<file path="config.mk">
export PLATFORM = sky130hd
export DESIGN_NAME = cpu_stat_ctrl
export DESIGN_NICKNAME = d
export VERILOG_FILES = /design/src/rtl/cpu_stat_pkg.sv /design/src/rtl/line_sync.sv /design/src/rtl/se0_detect.sv /design/src/rtl/stat_ctrl_core.sv /design/src/rtl/cpu_stat_ctrl.sv
export SDC_FILE = /design/constraint.sdc
export NUM_CORES = 1
export LEC_CHECK = 0
export BUFFER_PORTS_ARGS = -buffer_cell sky130_fd_sc_hd__buf_2
export CAP_MARGIN = 20
export CORE_UTILIZATION = 38
export CTS_BUF_LIST = sky130_fd_sc_hd__clkbuf_8
export CTS_CLUSTER_SIZE = 8
export DETAILED_ROUTE_END_ITERATION = 12
export GPL_ROUTABILITY_DRIVEN = 0
export GPL_TIMING_DRIVEN = 0
export PLACE_DENSITY = 0.7
export SLEW_MARGIN = 25
export SYNTH_ARGS = -nofsm -noshare
export SYNTH_HDL_FRONTEND = slang
export SYNTH_SLANG_ARGS = --single-unit
</file>
<file path="constraint.sdc">
create_clock -name clk -period 1.34 [get_ports clk]
set_input_delay 0.268 -clock clk [delete_from_list [all_inputs] [get_ports clk]]
set_output_delay 0.268 -clock clk [all_outputs]
set_load 0.005 [all_outputs]
</file>
<file path="src/rtl/cpu_stat_pkg.sv">
package cpu_stat_pkg;

  // Bit order of this struct is the register layout (bit 7 first).
  typedef struct packed {
    logic irq;      // bit 7
    logic wdt;      // bit 6
    logic usbrst;   // bit 5
    logic por;      // bit 4
    logic susp;     // bit 3
    logic imask;    // bit 2
    logic step;     // bit 1
    logic run;      // bit 0
  } stat_t;

  localparam int RUN_B  = 0;
  localparam int STEP_B = 1;
  localparam int SUSP_B = 3;
  localparam int POR_B  = 4;
  localparam int USB_B  = 5;
  localparam int WDT_B  = 6;

  // Reset-cause flags held as {wdt, usbrst, por}.
  typedef logic [2:0] cause_t;
  localparam cause_t CAUSE_POR = 3'b001;
  localparam cause_t CAUSE_WDT = 3'b100;

endpackage

</file>
<file path="src/rtl/line_sync.sv">
module line_sync #(
  parameter int WIDTH   = 2,
  parameter int STAGES  = 2
) (
  input  logic             clk,
  input  logic             rst,
  input  logic [WIDTH-1:0] d,
  output logic [WIDTH-1:0] q
);

  logic [WIDTH-1:0] stg [STAGES];

  always_ff @(posedge clk) begin
    if (rst) begin
      for (int i = 0; i < STAGES; i++) stg[i] <= '1;
    end else begin
      stg[0] <= d;
      for (int i = 1; i < STAGES; i++) stg[i] <= stg[i-1];
    end
  end

  assign q = stg[STAGES-1];

endmodule

</file>
<file path="src/rtl/se0_detect.sv">
module se0_detect #(
  parameter int LIMIT = 96
) (
  input  logic clk,
  input  logic rst,
  input  logic dp,
  input  logic dm,
  output logic evt
);

  localparam int CW = $clog2(LIMIT + 2);
  localparam logic [CW-1:0] AT_LIM  = CW'(LIMIT);
  localparam logic [CW-1:0] SAT_VAL = CW'(LIMIT + 1);

  logic          se0;
  logic [CW-1:0] cnt;

  assign se0 = ~dp & ~dm;

  // Counts consecutive SE0 clocks; saturates past the limit so one
  // episode yields one event.
  always_ff @(posedge clk) begin
    if (rst || !se0) begin
      cnt <= '0;
    end else if (cnt != SAT_VAL) begin
      cnt <= cnt + 1'b1;
    end
  end

  always_ff @(posedge clk) begin
    if (rst) evt <= 1'b0;
    else     evt <= se0 && (cnt == AT_LIM);
  end

endmodule

</file>
<file path="src/rtl/stat_ctrl_core.sv">
module stat_ctrl_core
  import cpu_stat_pkg::*;
(
  input  logic       clk,
  input  logic       por_rst,
  input  logic       wdt_rst,
  input  logic       wr_en,
  input  logic [7:0] wr_data,
  input  logic       instr_done,
  input  logic       halt_op,
  input  logic       int_enable,
  input  logic       irq_pending,
  input  logic       bus_active,
  input  logic       bus_rst_evt,
  output logic [7:0] rd_data,
  output logic       core_run,
  output logic       suspend
);

  logic   run_q, step_q, susp_q, run_out_q;
  logic   imask_q, irq_q;
  cause_t cause_q;

  logic   n_run, n_step, n_susp;
  cause_t n_cause;
  logic   wake;

  assign wake = irq_pending | bus_active;

  always_comb begin
    n_run   = run_q;
    n_step  = step_q;
    n_susp  = susp_q;
    n_cause = cause_q;
    if (susp_q && wake) n_susp = 1'b0;
    if (wr_en) begin
      n_run   = run_q & wr_data[RUN_B];
      n_step  = wr_data[STEP_B];
      n_cause = cause_q & wr_data[WDT_B:POR_B];
      if (wr_data[SUSP_B] && !wake) n_susp = 1'b1;
    end
    if (halt_op) n_run = 1'b0;
    if (step_q && instr_done) n_run = 1'b0;
    if (bus_rst_evt) n_cause[1] = 1'b1;
  end

  always_ff @(posedge clk) begin
    if (por_rst) begin
      run_q     <= 1'b1;
      step_q    <= 1'b0;
      susp_q    <= 1'b0;
      cause_q   <= CAUSE_POR;
      run_out_q <= 1'b1;
    end else if (wdt_rst) begin
      run_q     <= 1'b1;
      step_q    <= 1'b0;
      susp_q    <= 1'b0;
      cause_q   <= CAUSE_WDT;
      run_out_q <= 1'b1;
    end else begin
      run_q     <= n_run;
      step_q    <= n_step;
      susp_q    <= n_susp;
      cause_q   <= n_cause;
      run_out_q <= n_run & ~n_susp;
    end
  end

  // Read-only mirrors are sampled every cycle, reset or not.
  always_ff @(posedge clk) begin
    imask_q <= int_enable;
    irq_q   <= irq_pending;
  end

  stat_t view;
  always_comb begin
    view.irq    = irq_q;
    view.wdt    = cause_q[2];
    view.usbrst = cause_q[1];
    view.por    = cause_q[0];
    view.susp   = susp_q;
    view.imask  = imask_q;
    view.step   = step_q;
    view.run    = run_q;
  end

  assign rd_data  = view;
  assign core_run = run_out_q;
  assign suspend  = susp_q;

endmodule

</file>
<file path="src/rtl/cpu_stat_ctrl.sv">
module cpu_stat_ctrl #(
  parameter int CLK_KHZ     = 12000,
  parameter int SE0_US      = 8,
  parameter int SYNC_STAGES = 2
) (
  input  logic       clk,
  input  logic       por_rst,
  input  logic       wdt_rst,
  input  logic       wr_en,
  input  logic [7:0] wr_data,
  input  logic       instr_done,
  input  logic       halt_op,
  input  logic       int_enable,
  input  logic       irq_pending,
  input  logic       bus_active,
  input  logic       usb_dp,
  input  logic       usb_dm,
  output logic [7:0] rd_data,
  output logic       core_run,
  output logic       suspend,
  output logic       bus_reset_irq
);

  localparam int SE0_LIMIT = CLK_KHZ * SE0_US / 1000;

  logic [1:0] lines_s;
  logic       evt;

  line_sync #(.WIDTH(2), .STAGES(SYNC_STAGES)) u_sync (
    .clk (clk),
    .rst (por_rst),
    .d   ({usb_dp, usb_dm}),
    .q   (lines_s)
  );

  se0_detect #(.LIMIT(SE0_LIMIT)) u_se0 (
    .clk (clk),
    .rst (por_rst),
    .dp  (lines_s[1]),
    .dm  (lines_s[0]),
    .evt (evt)
  );

  stat_ctrl_core u_core (
    .clk         (clk),
    .por_rst     (por_rst),
    .wdt_rst     (wdt_rst),
    .wr_en       (wr_en),
    .wr_data     (wr_data),
    .instr_done  (instr_done),
    .halt_op     (halt_op),
    .int_enable  (int_enable),
    .irq_pending (irq_pending),
    .bus_active  (bus_active),
    .bus_rst_evt (evt),
    .rd_data     (rd_data),
    .core_run    (core_run),
    .suspend     (suspend)
  );

  assign bus_reset_irq = evt;

endmodule

</file>
## Word-level counts from Yosys, hierarchy flattened

Memories as Yosys holds them, arrays and structs flattened.
Index checks and enable logic that the tools add are counted.

- Add/subtract/negate cells: 1
- Equal/unequal tests: 2
- Mux-type cells: 14
- Bitwise operators: 10
- Reductions and logical operators: 10

Operators by type and width:

| cell | number |
|---|---|
| $mux W1 | 10 |
| $add A7 B1 Y7 const B | 1 |
| $eq A7 B7 Y1 const B | 1 |
| $ne A7 B7 Y1 const B | 1 |
| $mux W3 | 2 |
| $logic_and A1 B1 Y1 | 4 |
| $mux W2 | 2 |
| $reduce_bool A2 Y1 | 2 |
| $and A1 B1 Y1 | 3 |
| $and A3 B3 Y3 | 1 |
| $not A1 Y1 | 3 |
| $or A1 B1 Y1 | 3 |
| $logic_not A1 Y1 | 2 |
| $reduce_or A2 Y1 | 1 |
| $logic_or A1 B1 Y1 | 1 |

- Bits in registers: 17
- Memory bits (writable): 4
- Input port bits: 19
- Word-level logic and storage cells: 48
- Memories kept: 1

Memory list:

| name | depth | width | read ports | clocked after memory_dff | write ports | RTL line | text |
|---|---|---|---|---|---|---|---|
| u_sync.stg | 2 | 2 | 2 | 0 | 2 | line_sync.sv:11 | `logic [WIDTH-1:0] stg [STAGES];` |

## Logic depth before layout (Yosys ltp)

Gate-level depths: netlist of the first run.

- Depth in word-level cells: 7
- Gate-level depth with buffers: 5
- Mapped depth without buffers: 5

## By module

From an unflattened synthesis of the first run, not the netlist that was laid out.

- Cell total of the unflattened synthesis: 87
- Area, all modules: 840.8 um2

Modules (own cells, without submodules):

| module | instances | cells each | area an instance (um2) | seq. area each (um2) |
|---|---|---|---|---|
| se0_detect | 1 | 43 | 382.9 | 160.2 |
| stat_ctrl_core | 1 | 34 | 337.8 | 180.2 |
| line_sync | 1 | 10 | 120.1 | 80.1 |

## Worst setup path after synthesis of the first run

Ideal clock, no wire load.

- Path type: flip-flop to flip-flop
- Start point: register u_se0.cnt[0]
- End point: register u_se0.cnt[6]
- Setup time: 0.070 ns
- Arrival: 1.154 ns
- Required time: 1.270 ns
- Slack: 0.117 ns
- Stages on the path, launching flop included: 5
- Clock period less this slack: 1.223 ns
- Cells stage by stage: dfxtp_1 > ha_1 > nand3_1 > or3_1 > a21oi_1

- Longest elaborated chain between the ends: 1

Ends and longest elaborated chain:

| element | RTL line | text |
|---|---|---|
| start, declared | se0_detect.sv:16 | `logic [CW-1:0] cnt;` |
| start signal, assigned | se0_detect.sv:26 | `cnt <= cnt + 1'b1;` |
| $add A7 B1 Y7 or $ne A7 B7 Y1 (tied branches) | se0_detect.sv:26, se0_detect.sv:25 |  |

Several ways; a longest one is shown, not always the timed one.
A chain may end at the register's enable or synchronous reset.

## Final worst setup path of the first run

- Start point: register u_se0.cnt[2]
- End point: register u_se0.cnt[2]

Same word-level chain as after synthesis.

==> results of run 1 <==
==> cells by family after synthesis <==
family / count (synthesis) / share of synthesized area [%]
DFF: 21 / 49.3
adders and majority gates: 3 / 4.40
and+or+nand+nor: 31 / 22.6
xor gates and xnor gates: 3 / 3.08
AOI/OAI and AO/OA: 15 / 9.82
muxes: 1 / 1.17
buffers and inverters: 13 / 9.68
==> synthesized netlist by cell type (all sizes together) <==
cell type and n:
dfxtp 21, nor3 8, buf 7, a21oi 6
inv 6, o21ai 6, nand2 5, or2 4
ha 3, nand3 3, or3 3, and2 2
nor2 2, xor2 2, a21boi 1, and4 1
mux2i 1, nand2b 1, nor4b 1, o2111ai 1
o211ai 1, or4b 1, xnor2 1
==> metrics by stage <==
| stage | hold WS (ns) | setup slack (ns) | power, mW |
|---|---|---|---|
| 2_1_floorplan | 0.296 | 0.117 | 0.699 |
| 3_3_place_gp | 0.374 | 0.0363 | 0.737 |
| 3_5_place_dp | 0.385 | 0.0112 | 0.739 |
| 4_1_cts | 0.112 | 0.0382 | 1.14 |
| 5_1_grt | 0.110 | 0.0205 | 1.18 |
| 6_report | 0.113 | 0.0488 | 1.12 |
==> how the worst min path moves through the flow <==
stage	to	slack, ns	depth (start not counted)
3_3_place_gp	u_core.imask_q	0.37	1
6_report	u_core.imask_q	0.11	1
3_5_place_dp	u_core.imask_q	0.39	1
2_1_floorplan	u_core.imask_q	0.30	0
5_1_grt	u_core.imask_q	0.11	1
4_1_cts	u_core.imask_q	0.11	1
==> power by group through the flow <==
stage	logic [mW]	registers, mW	clock network (mW)
2_1_floorplan	0.0359	0.663	0
3_3_place_gp	0.0744	0.662	0
3_5_place_dp	0.0765	0.663	0
4_1_cts	0.0769	0.648	0.413
5_1_grt	0.0851	0.648	0.442
6_report	0.0749	0.646	0.398
==> routing by layer <==
metal  global-route usage, %  part of all wire (%)  up-vias
li1                        -                     -      349
met5                       0                     0        -
met2                    24.9                    47       23
met3                    2.80                   5.7        2
met4                    5.71                  0.90        0
met1                    15.4                    46      303
==> layout make-up <==
class	instances	area (um2)	area share, %
clock inverters	1	3.75	0.349
multi-input cells	53	359	33.4
flip-flops and latches	21	425	39.5
plain buffers	7	60.1	5.58
well taps	27	33.8	3.14
inverters	6	22.5	2.09
repair buffers	26	130	12.1
clock buffers	3	41.3	3.84
==> flip-flops by register name, indices dropped and copies added (netlist names) <==
register / count
u_se0.cnt: 7
u_sync.stg: 4
u_core.cause_q: 3
u_core.core_run: 1
u_core.imask_q: 1
u_core.irq_q: 1
u_core.run_q: 1
u_core.step_q: 1
u_core.suspend: 1
u_se0.evt: 1
==> timing repair <==
item / 4_1_cts / 5_1_grt
gates cloned: 0 / 0
pin swaps: 0 / 1
resized for setup: 1 / 4
endpoints found under the setup margin: 1 / 3
==> worst max-delay path: cells and delay by family (launching register included) <==
kind | cells | cell delay (ns)
flip-flops | 1 | 0.37
AND/OR/NAND/NOR | 3 | 0.82
==> flow_summary.yaml, run 1 <==
hold_path:
  worstHoldStart: "int_enable"
  hold_class: "input port to register"
timing:
  tns_ns: 0
  period_needed_ns: 1.29
  fin_crit_sh_pct: 96.4
  slew_viol_final: 0
  setup_viol: 0
  rsz0062_at_grt: "no"
  finClkSkew_ns: 0.00612
  tightest_slew_ns: 0.354
  maxSlewHeadroom_pct: 76.4
  final-hold-violation-count: 0
  max_freq_ghz: 0.774
synthesis:
  yosysWarnings: 0
  yosysSeqAreaShare_pct: 49.3
  ys_types: 29
  synth_area_leaders: "dfxtp_1, buf_4, ha_1"
  synth_top_area_share_pct: 49.3
  synth_cells: 87
  yosysTopAreaCell: "dfxtp_1"
  synth_seq_cells: 21
  syn_area_um2: 853
  syn-mean-instance-area_um2: 9.81
  syn_nets: 109
layout:
  final_area_um2: 1080
  syn_to_final_growth_pct: 26.1
  stdcell_count: 144
  finish.utilization_pct: 52.7
  mostFrequentLayoutCells: "buf_2, dfxtp_1, inv_1, a21oi_1, nor3_1"
  fillCellCount: 199
  final_common_cell: "buf_2"
  nets: 140
  drive_gt1_share_pct: 42.7
  antennaDiodeCount: 0
power:
  p_sw_share_pct: 20.5
  p_int_mw: 0.890
  peakVddDrop_v: 0.000820
  combPwrFrac_pct: 6.7
  power.switching_mw: 0.229
  power_frac_clock_pct: 35.5
  p_seq_share_pct: 57.8
  power_density_nw_per_um2: 1040
  leakage_nw: 0.450
cts:
  htree_levels: 1
  postCtsSetupBuffers: 0
  clockRootBuffer: "clkbuf_8"
  cts_hold_buf: 0
  cts.path.max_buffers: 2
  clk_pin_slew_ns: 0.08
  insertion_delay_ns: 0.26
  cts_buffers: 3
  clock-sinks: 21
  cts_tree: "built"
worst_setup_path:
  reg2regPathDepth: 3
  endpoint_kind: "register"
  path_cells: "or4b_4, nor2_2, nor3_1"
  worstPathRequired_ns: 1.48
  reg2reg_slack_ns: 0.05
  worstSetupPathType: "register to register"
  start_kind: "register"
  crit_slowest_cell: "or4b_4"
  r2r_end: "u_se0.cnt[2]"
  critPathLaunch: "u_se0.cnt[2]"
  cp-endpoint: "u_se0.cnt[2]"
  reg2reg_from: "u_se0.cnt[2]"
  crit_fanout: 5
  critical-path-max-stage-delay_ns: 0.58
  worstPathArrival_ns: 1.44
die:
  dieArea_um2: 2440
  die_w_um: 49.4
  die_h_um: 49.4
  placementRows: 16
  core_um2: 2040
  io_pins: 30
  start_util_pct: 41.8
detailed_routing:
  via_per_inst: 4.70
  drc: 0
  ant_nets: 0
  route.vias.total: 677
  dr.first_iter.drc_count: 6
  routed_wl_um: 1440
  wl_per_cell_um: 9.98
  firstDrtPassIters: 4
global_route:
  grt_pass1_vias: 659
  grt_usage_pct: 13.7
  antenna_found_initial: 0
  grt_max_degree: 12
  grt_overflow_total: 0
  grt_pass1_wl_um: 2600
place:
  dpl_cell_area_um2: 1020
  dp_hpwl_um: 1120
  numPortBuffers: 26
  post-place-cells: 140
run_status:
  status: "completed"
run:
  maxCapViolCount: 0
No activity file was read; power rests on OpenSTA's default activity.
==> inputs of run 2 (changes only) <==
--- a/config.mk
+++ b/config.mk
@@ -19,2 +19,3 @@
 export SYNTH_HDL_FRONTEND = slang
+export SYNTH_HIERARCHICAL = 1
 export SYNTH_SLANG_ARGS = --single-unit
==> constraint.sdc (replaced) <==
create_clock -name clk -period 1.34 [get_ports clk]
set_input_delay 0.067 -clock clk [delete_from_list [all_inputs] [get_ports clk]]
set_output_delay 0.067 -clock clk [all_outputs]
set_load 0.005 [all_outputs]
==> run 2 against run 1 <==
Die area shrank 1.4%. Cell area up 3.4%. Register-to-register slack improved by 0.04 ns. Power grew 1.6%. Synthesized cell count unchanged. Critical endpoint is now u_se0/cnt[6]. Via count is 1.0% lower. Non-clock buffer count up 7. Sequential share of layout area shrank 1.3 points. Combinational power rose by 21%.
==> flow_summary.yaml, run 2 <==
layout:
  regMostFlops: "u_se0/cnt"
  largest_reg_flops: 7
  finish.utilization_pct: 55.0
  syn_to_final_growth_pct: 32.3
  final_common_cell: "buf_2"
  nets: 146
  fillCellCount: 198
  mostFrequentLayoutCells: "buf_2, dfxtp_1"
  antennaDiodeCount: 0
  multi_input_area_um2: 343
  ff_latch_area_um2: 425
  drive_gt1_share_pct: 37.4
  reg_top3: "u_se0/cnt (7), u_sync/stg (4), u_core/cause_q (3)"
timing:
  tns_ns: 0
  worst_slack_ns: 0.0931
  maxSlewHeadroom_pct: 80.7
  tightest_slew_ns: 0.287
  fin_crit_sh_pct: 93.0
  slew_viol_final: 0
  setup_viol: 0
  finClkSkew_ns: 0.00165
  period_needed_ns: 1.25
  rsz0062_at_grt: "no"
  max_freq_ghz: 0.802
  final-hold-violation-count: 0
synthesis:
  async_flop_share_pct: 0
  synth_top_area_share_pct: 50.0
  synth_cells: 87
  synth_commonest_cells: "dfxtp_1, buf_4, nand2_1, nor3_1, inv_1"
  syn-mean-instance-area_um2: 9.66
  syn_nets: 109
  yosysSeqAreaShare_pct: 50.0
  yosysTopAreaCell: "dfxtp_1"
  yosysWarnings: 6
  ys.flop_type: "dfxtp_1"
  syn_area_um2: 841
  synth_most_common_cell: "dfxtp_1"
  synth-edff-count: 0
  synth_area_leaders: "dfxtp_1, buf_4, ha_1"
  ys_types: 27
  synth_seq_cells: 21
detailed_routing:
  top_layer: "met4"
  wl_met3_um: 53
  wl_met2_um: 755
  dr.first_iter.drc_count: 3
  wl_per_cell_um: 9.83
  routed_wl_um: 1470
  firstDrtPassIters: 3
  drc: 0
  route.vias.total: 670
  via_per_inst: 4.47
  ant_nets: 0
  m1WireLength_um: 623
worst_setup_path:
  reg2reg_from: "u_se0/cnt[0]"
  worstSetupPathType: "register to register"
  r2r_end: "u_se0/cnt[6]"
  critical-path-max-stage-delay_ns: 0.38
  worstPathArrival_ns: 1.44
  start_kind: "register"
  path_cells: "ha_2, nand3_1, or3_1, a21oi_1"
  crit_slowest_cell: "dfxtp_4"
  cp_top_family: "simple AND/OR/NAND/NOR gates"
  path_buf_inv: 0
  endpoint_kind: "register"
  worstPathRequired_ns: 1.53
  reg2reg_slack_ns: 0.09
  reg2regPathDepth: 4
  crit_fanout: 6
die:
  core_um2: 2020
  io_pins: 30
  die_h_um: 49.0
  dieArea_um2: 2400
  start_util_pct: 41.6
  placementRows: 16
  die_w_um: 49.0
global_route:
  grt_pass1_vias: 629
  antenna_found_initial: 0
  grt_pass1_wl_um: 2560
  grt_overflow_total: 0
  grt_max_degree: 12
  grt_usage_pct: 14.2
cts:
  cts.path.max_buffers: 2
  clock-sinks: 21
  insertion_delay_ns: 0.26
  cts_tree: "built"
  cts_buffers: 3
  postCtsSetupBuffers: 0
  clockRootBuffer: "clkbuf_8"
  htree_levels: 1
  clk_pin_slew_ns: 0.07
power:
  power_density_nw_per_um2: 1020
  peakVddDrop_v: 0.000997
  leakage_nw: 0.463
run:
  maxCapViolCount: 0
hold_path:
  hold_depth: 3
  worstHoldStart: "bus_active"
  hold_class: "input port to register"
  min_to: "u_core/core_run"
place:
  dp_hpwl_um: 1120
  numPortBuffers: 27
  dp_slack_ns: 0.0157
run_status:
  status: "completed"
## run 2: cell types whose count changed after synthesis, moves of 2 or more
cell,delta
buf_6,-2
or2_1,+4
a21oi_1,-2
nand2_1,+2
buf_4,+2
or2_2,-4
## run 2: cells by family (layout without fill, tap and decap cells)
group                    Yosys count  count (layout)  share of synthesized area (%)
multiplexers                       2               2                           2.38
buffers and inverters             14              50                           9.52
AND/OR/NAND/NOR                   31              31                           20.8
adder cells (fa/ha/maj)            3               3                           4.46
XOR/XNOR                           3               3                           3.13
flip-flops                        21              21                           50.0
AO/OA/AOI/OAI                     13              13                           9.67
## run 2: worst max-delay path by stage
| stage | from | endpoint | slack (ns) | depth (start not counted) |
|---|---|---|---|---|
| 2_1_floorplan | u_se0/cnt[0] | u_se0/cnt[6] | 0.12 | 4 |
| 3_3_place_gp | u_se0/cnt[0] | u_se0/cnt[6] | 0.05 | 4 |
| 3_5_place_dp | u_se0/cnt[0] | u_se0/cnt[6] | 0.02 | 4 |
| 4_1_cts | u_se0/cnt[0] | u_se0/cnt[6] | 0.006 | 4 |
| 5_1_grt | u_se0/cnt[0] | u_se0/cnt[6] | 0.01 | 4 |
| 6_report | u_se0/cnt[0] | u_se0/cnt[6] | 0.09 | 4 |
## run 2: worst min-delay path: cells and delay by family
family	cells	cell delay, ns
compound gates	1	0.11
buf+inv	1	0.08
simple gates	1	0.04
## run 2: cell type report
type / instances / share of cell area [%]
clock inverter: 1 / 0.337
sequential: 21 / 38.2
timing repair buffer: 32 / 16.6
buffer: 8 / 5.17
multi-input combinational: 52 / 30.8
clock buffer: 3 / 3.71
tap: 27 / 3.04
inverter: 6 / 2.02
## run 2: metal layers
layer	vias up	GRT usage, %
met3	4	4.98
met5	-	0
met1	298	14.2
met4	0	9.31
li1	356	-
met2	12	24.5
## run 2: timing repair
item | 4_1_cts | 5_1_grt
hold endpoints to repair | 5 | 0
resized for setup | 0 | 4
hold buffers | 5 | 0
endpoints found under the setup margin | 0 | 1
## run 2: report_power, final
part / total (mW) / internal (mW) / switching, mW
registers: 0.646 / 0.640 / 0.00602
logic: 0.0907 / 0.0569 / 0.0338
clock network: 0.400 / 0.204 / 0.196
## run 2: stage by stage
step	cells	total power, mW	cell area, um2	hold slack (ns)
floorplan	87	0.698	841	0.0947
global placement	141	0.741	1010	0.172
detailed placement	141	0.743	1010	0.172
CTS	150	1.16	1100	0.0690
global route	150	1.18	1110	0.0923
finish	150	1.14	1110	0.0717
